$ cat config.mk
export PLATFORM = sky130hd
export DESIGN_NAME = bcd_rtc
export DESIGN_NICKNAME = d
export VERILOG_FILES = /design/src/rtl/bcd_rtc.sv
export SDC_FILE = /design/constraint.sdc
export NUM_CORES = 1
export LEC_CHECK = 0
export ABC_AREA = 1
export BUFFER_PORTS_ARGS = -buffer_cell sky130_fd_sc_hd__buf_2
export CAP_MARGIN = 20
export CORE_MARGIN = 2
export CORE_UTILIZATION = 50
export CTS_BUF_LIST = sky130_fd_sc_hd__clkbuf_16
export DETAILED_ROUTE_END_ITERATION = 12
export MAX_ROUTING_LAYER = met4
export PLACE_DENSITY = 0.75
export SLEW_MARGIN = 10
export SYNTH_ARGS = -nofsm -noshare
export SYNTH_HDL_FRONTEND = slang
export SYNTH_SLANG_ARGS = --single-unit
$ cat constraint.sdc
create_clock -name clk -period 3 [get_ports clk]
set_input_delay 0.6 -clock clk [delete_from_list [all_inputs] [get_ports clk]]
set_output_delay 0.6 -clock clk [all_outputs]
set_load 0.05 [all_outputs]
$ cat src/rtl/bcd_rtc.sv
module bcd_rtc #(
  parameter int TICKS_PER_SEC = 32768
) (
  input  logic       clk,
  input  logic       rst_n,
  input  logic       tick_32k,
  input  logic       wr_en,
  input  logic [4:0] addr,
  input  logic [7:0] wdata,
  output logic [7:0] rdata,
  output logic       irq
);
  localparam int PW = (TICKS_PER_SEC > 1) ? $clog2(TICKS_PER_SEC) : 1;
  localparam logic [PW-1:0] LAST = PW'(TICKS_PER_SEC - 1);
  localparam logic [4:0] A_ALM  = 5'd8;
  localparam logic [4:0] A_ALMH = 5'd14;
  localparam logic [4:0] A_CTRL = 5'd15;
  localparam logic [4:0] A_STAT = 5'd16;
  localparam logic [4:0] A_IEN  = 5'd17;
  localparam logic [4:0] A_WDAY = 5'd7;

  logic [7:0] tm [8];
  logic [7:0] sh [8];
  logic [7:0] al [7];
  logic [7:0] nt [8];
  logic [PW-1:0] presc;
  logic ctrl_run, rdsel, run_s1, running, pend, int_en;
  logic sec_pulse, hit, leap;
  logic c_s, c_m, c_h, c_d, c_mo, c_yl;
  logic [7:0] dim;

  function automatic logic [7:0] fmask(input logic [2:0] i);
    case (i)
      3'd0, 3'd1: fmask = 8'h7F;
      3'd2, 3'd3: fmask = 8'h3F;
      3'd4:       fmask = 8'h1F;
      3'd7:       fmask = 8'h07;
      default:    fmask = 8'hFF;
    endcase
  endfunction

  function automatic logic [7:0] binc(input logic [7:0] v);
    binc = (v[3:0] >= 4'd9) ? {v[7:4] + 4'd1, 4'h0} : v + 8'd1;
  endfunction

  function automatic logic div4(input logic [7:0] v);
    logic [1:0] s;
    s = {v[4], 1'b0} + v[1:0];
    div4 = (s == 2'b00);
  endfunction

  wire wr_time = wr_en && (addr < A_ALM) && !running;
  wire wr_alm  = wr_en && (addr >= A_ALM) && (addr <= A_ALMH);
  wire wr_ctrl = wr_en && (addr == A_CTRL);
  wire clr_req = wr_en && (addr == A_STAT) && wdata[4];

  assign sec_pulse = running && tick_32k && (presc == LAST);
  assign leap = (tm[5] == 8'h00) ? div4(tm[6]) : div4(tm[5]);
  assign irq  = pend && int_en;

  always_comb begin
    case (tm[4])
      8'h02:                      dim = leap ? 8'h29 : 8'h28;
      8'h04, 8'h06, 8'h09, 8'h11: dim = 8'h30;
      default:                    dim = 8'h31;
    endcase
    c_s  = (tm[0] == 8'h59);
    c_m  = c_s && (tm[1] == 8'h59);
    c_h  = c_m && (tm[2] == 8'h23);
    c_d  = c_h && (tm[3] == dim);
    c_mo = c_d && (tm[4] == 8'h12);
    c_yl = c_mo && (tm[5] == 8'h99);
    nt[0] = c_s ? 8'h00 : binc(tm[0]);
    nt[1] = c_s ? (c_m ? 8'h00 : binc(tm[1])) : tm[1];
    nt[2] = c_m ? (c_h ? 8'h00 : binc(tm[2])) : tm[2];
    nt[3] = c_h ? (c_d ? 8'h01 : binc(tm[3])) : tm[3];
    nt[4] = c_d ? (c_mo ? 8'h01 : binc(tm[4])) : tm[4];
    nt[5] = c_mo ? (c_yl ? 8'h00 : binc(tm[5])) : tm[5];
    nt[6] = c_yl ? ((tm[6] == 8'h99) ? 8'h00 : binc(tm[6])) : tm[6];
    nt[7] = c_h ? ((tm[7] >= 8'd6) ? 8'h00 : tm[7] + 8'd1) : tm[7];
    hit = 1'b1;
    for (int i = 0; i < 7; i++) hit = hit && (nt[i] == al[i]);
  end

  always_ff @(posedge clk or negedge rst_n) begin
    if (!rst_n) begin
      run_s1  <= 1'b0;
      running <= 1'b0;
      presc   <= '0;
    end else begin
      if (tick_32k) begin
        run_s1  <= ctrl_run;
        running <= run_s1;
      end
      if (!running) presc <= '0;
      else if (tick_32k) presc <= (presc == LAST) ? '0 : presc + 1'b1;
    end
  end

  always_ff @(posedge clk or negedge rst_n) begin
    if (!rst_n) begin
      for (int i = 0; i < 8; i++) begin
        tm[i] <= (i == 3 || i == 4) ? 8'h01 : 8'h00;
        sh[i] <= 8'h00;
      end
    end else begin
      if (sec_pulse) begin
        for (int i = 0; i < 8; i++) tm[i] <= nt[i];
      end else if (wr_time) begin
        tm[addr[2:0]] <= wdata & fmask(addr[2:0]);
      end
      if (wr_ctrl && wdata[6]) begin
        for (int i = 0; i < 8; i++) sh[i] <= tm[i];
      end
    end
  end

  always_ff @(posedge clk or negedge rst_n) begin
    if (!rst_n) begin
      for (int i = 0; i < 7; i++) al[i] <= 8'h00;
      ctrl_run <= 1'b0;
      rdsel    <= 1'b0;
      int_en   <= 1'b0;
      pend     <= 1'b0;
    end else begin
      if (wr_alm) al[addr[2:0]] <= wdata & fmask(addr[2:0]);
      if (wr_ctrl) begin
        ctrl_run <= wdata[0];
        rdsel    <= wdata[7];
      end
      if (wr_en && addr == A_IEN) int_en <= wdata[7];
      if (sec_pulse && hit) pend <= 1'b1;
      else if (clr_req) pend <= 1'b0;
    end
  end

  always_comb begin
    rdata = 8'h00;
    if (addr < A_ALM) rdata = rdsel ? sh[addr[2:0]] : tm[addr[2:0]];
    else if (addr <= A_ALMH) rdata = al[addr[2:0]];
    else if (addr == A_CTRL) rdata = {rdsel, 6'b0, ctrl_run};
    else if (addr == A_STAT) rdata = {3'b0, pend, 3'b0, running};
    else if (addr == A_IEN) rdata = {int_en, 7'b0};
  end

  AST_RUN_ON_TICK: assert property (@(posedge clk) disable iff (!rst_n)
    !tick_32k |=> $stable(running));
  AST_STOP_FREEZE: assert property (@(posedge clk) disable iff (!rst_n)
    (!running && !wr_en) |=> $stable(tm[0]));
  AST_LOAD_GUARD: assert property (@(posedge clk) disable iff (!rst_n)
    (running && wr_en && addr == A_WDAY && !sec_pulse) |=> $stable(tm[7]));
  AST_SNAP_HOLD: assert property (@(posedge clk) disable iff (!rst_n)
    !(wr_ctrl && wdata[6]) |=> $stable(sh[0]));
  AST_PEND_AT_SECOND: assert property (@(posedge clk) disable iff (!rst_n)
    $rose(pend) |-> $past(sec_pulse));
  AST_PEND_HOLD: assert property (@(posedge clk) disable iff (!rst_n)
    (pend && !clr_req) |=> pend);
endmodule

==> summary.txt <==
Status
  – Status: finished, final reports clean

Synthesis
  – Multiplexer share of the synthesized area: 0%
  – Register bit count reported by yosys: around 210
  – Asr flop ratio synth: 100%
  – Post-Syn Area per Cell: a little over 7 um2
  – Post-synth top area cell: dfrtp_1
  – Synthesized area: between 0.01 and 0.015 mm2
  – Syn Nets: ~1900
  – Synth top area cells: dfrtp_1, nand2_1, o21ai_0, inv_1, nand3_1
  – Top cell type's share of synthesized area: approximately two fifths
  – Xor/xnor share of the synthesized area: under 10%
  – Most used DFF post-synth: dfrtp_1
  – Sequential area share after synthesis: slightly below 40%
  – Synth top cells by count: nand2_1, inv_1, dfrtp_1
  – Largest family of logic cells by synthesized area: simple AND/OR/NAND/NOR gates
  – Simple-Gate Fraction of Synth Area: a little under 30%
  – Count leader, synth: nand2_1
  – YS warnings: 0
  – Fraction of the mapped netlist area in adder cells: 3.83%
  – EDFF count, synth: 0
  – Library cells used by synthesis: 53
  – Compound-Gate Fraction of Synth Area: between 15 and 20%
  – Syn Inst Count: about 1800

Clock network
  – Clock latency on the worst-skew pair: 0.54 ns
  – Worst-path clk slew: ~0.060 ns
  – CTS sink count: a little over 200
  – Htree depth: 1
  – CTS root buffer: clkbuf_16
  – Total CTS buffers: 26
  – TritonCTS clock tree: yes
  – CTS max path bufs: 3

Setup path
  – Critical path buffers and inverters: 5
  – Crit path arrival time: roughly 2.4 ns
  – Top delay family on crit path: buffers and inverters
  – Type of the worst setup path: in -> out
  – CP max FO: 13
  – Crit path cell chain: buf_2 > inv_1 > nor2_4 > buf_6 > buf_4 > nand2_1 > o221ai_1 > o221ai_1 > a32oi_2 > buf_6
  – CP startpoint kind: input pin
  – CP max-delay cell: a32oi_2
  – Critical Path RT: 2.40 ns
  – Critical Path Sink Type: primary output
  – CP peak stage delay: between 0.2 and 0.3 ns

Timing
  – Least-Margin Pin Slew: between 0.8 and 0.9 ns
  – Relative slew slack: roughly 43%
  – Period utilization: between 90 and 100%
  – Tmin final: between 2 and 3 ns
  – Pins over their slew limit: 0
  – RSZ-0062 raised after global routing: yes
  – Clock skew: 0.0128 ns
  – Fin. Hold Viols: 0
  – Max Clock Freq: between 300 and 400 MHz
  – Setup violators final: 0
  – Setup TNS: 0 ns

Floorplanning
  – Core footprint: between 0.02 and 0.03 mm2
  – Initial core utilization: 50.6%
  – # IOs: 26
  – FP Rows: 59
  – Die width: about 170 um
  – Die area: around 0.027 mm2
  – Die H: 166 um

Global routing
  – GRT overflow: 0
  – First-pass GRT wire length: around 82000 um
  – Vias in the first global route: 13500
  – Initial antenna violation count: 1
  – GRT Total Usage: around 40%
  – Largest net degree at the start of global routing: about 130

Min path
  – Hold Path Class: in -> async

Route
  – Via density: 6.00
  – Routed WL per cell: between 20 and 25 um
  – ANT nets after route: 0
  – Vias: 14200
  – Iteration-0 DRC count of the detailed router: approximately 1900
  – TritonRoute pass-1 iters: 6
  – WL final: ~55000 um
  – DRC viols: 0

Placed design
  – IO buf count: 25
  – Placed Cells incl. Taps: 2318
  – Final HPWL DP: 41900 um
  – GPL Wtd Cong: just over 1

Final layout
  – Share of post-route cells with drive strength above 1: between 10% and 20%
  – Sequential Area: roughly 0.0051 mm2
  – Area overhead of the layout relative to synthesis: 24.8%
  – FILL cells: about 2400
  – Multi-input logic area: 0.00715 mm2
  – Non-filler cells, final: 2373
  – Final net count: around 2100

Power and ir drop
  – Pwr Total: between 10 and 15 mW
  – Pleak: 7.87 nW
  – Pwr Density: roughly 660 mW/mm2
  – VDD IR max: 642 uV

Run
  – Total of max-cap violations: 0
[cell families after synthesis]
logic type                 Yosys count
adders and majority gates           40
and+or+nand+nor                    895
AOI/OAI and AO/OA                  359
DFF                                205
xor gates and xnor gates            23
buffers and inverters              306
[report_power, final]
part	total [mW]	switching (mW)	internal (mW)
Sequential	3.85	0.551	3.30
Clock	3.18	1.30	1.88
Combinational	3.82	2.44	1.37
Total	10.8	4.29	6.56
[final timing paths]
check / from / to / slack [ns] / cells past startpoint
max: addr[0] / rdata[0] / 0.04 / 10
min: rst_n / tm[10]$_DFFE_PN0P_ / 0.03 / 1
max reg2reg: tm[57]$_DFFE_PN0P_ / pend$_DFFE_PN0P_ / 0.14 / 23
min reg2reg: sh[11]$_DFFE_PN0P_ / sh[11]$_DFFE_PN0P_ / 0.49 / 2
max in group asynchronous: rst_n / sh[9]$_DFFE_PN0P_ / 2.15 / 2
min in group clk: tick_32k / run_s1$_DFFE_PN0P_ / 0.34 / 2
[state kept, by name, summed over array words and instances, names as in the netlist, 15 cells and up]
| signal | flops |
|---|---|
| sh | 64 |
| tm | 64 |
| al | 56 |
| presc | 15 |
[layout make-up]
| cell class | count | share of cell area (%) |
|---|---|---|
| tap | 335 | 2.57 |
| clock buffer | 27 | 4.14 |
| clock inverter | 17 | 1.04 |
| timing repair buffer | 227 | 11.3 |
| multi-input combinational | 1318 | 43.8 |
| inverter | 243 | 5.66 |
| antenna | 1 | 0.0153 |
| sequential | 205 | 31.5 |
[per-layer routing]
| layer | track usage (%) | vias up | part of all wire [%] | wire length, um |
|---|---|---|---|---|
| li1 | - | 6491 | - | - |
| met1 | 56.9 | 6751 | 42 | 22900 |
| met2 | 57.3 | 838 | 43 | 23500 |
| met3 | 9.01 | 155 | 11 | 6200 |
| met4 | 14.4 | 0 | 4.2 | 2330 |
| met5 | - | - | 0 | 0 |
[placed cells by master (no fill, tap or decap), types with 6 or more instances in the layout]
master | synthesis | routed
a21oi_1 | 28 | 27
a221oi_1 | 6 | 6
buf_12 | 0 | 9
buf_2 | 9 | 15
buf_4 | 1 | 184
buf_6 | 1 | 15
clkbuf_16 | 0 | 27
clkinv_1 | 5 | 7
dfrtp_1 | 203 | 201
ha_1 | 40 | 35
inv_1 | 230 | 222
inv_2 | 8 | 16
nand2_1 | 526 | 503
nand2_2 | 3 | 24
nand3_1 | 140 | 127
nand3_2 | 4 | 15
nand4_1 | 37 | 37
nor2_1 | 137 | 119
nor2_2 | 9 | 19
nor2_4 | 2 | 10
nor3_1 | 12 | 11
nor4_1 | 7 | 6
o211ai_1 | 7 | 7
o21ai_0 | 185 | 175
o21ai_1 | 4 | 9
o221ai_1 | 53 | 52
o22ai_1 | 36 | 36
xor2_1 | 19 | 19
[stage by stage]
step | setup slack (ns) | util (%) | hold slack (ns) | instance area [um2]
after floorplan | -0.103 | - | 0.304 | 13100
after global placement | -0.170 | 58.0 | 0.467 | 15000
after detailed placement | -0.133 | 58.0 | 0.473 | 15000
after CTS | 0.0117 | 61.3 | 0.0461 | 15800
after global routing | -0.0455 | 63.2 | 0.0626 | 16300
final | 0.0435 | 63.2 | 0.0270 | 16300
[what timing repair did]
action                                  in CTS  in global routing
gates cloned                                 0                  1
pin swaps                                    1                 30
resized for setup                            4                124
buffers inserted                             0                  9
hold buffers                                 0                  0
endpoints found under the setup margin       3                 29
Note: power is estimated with default switching activity, not from simulation.
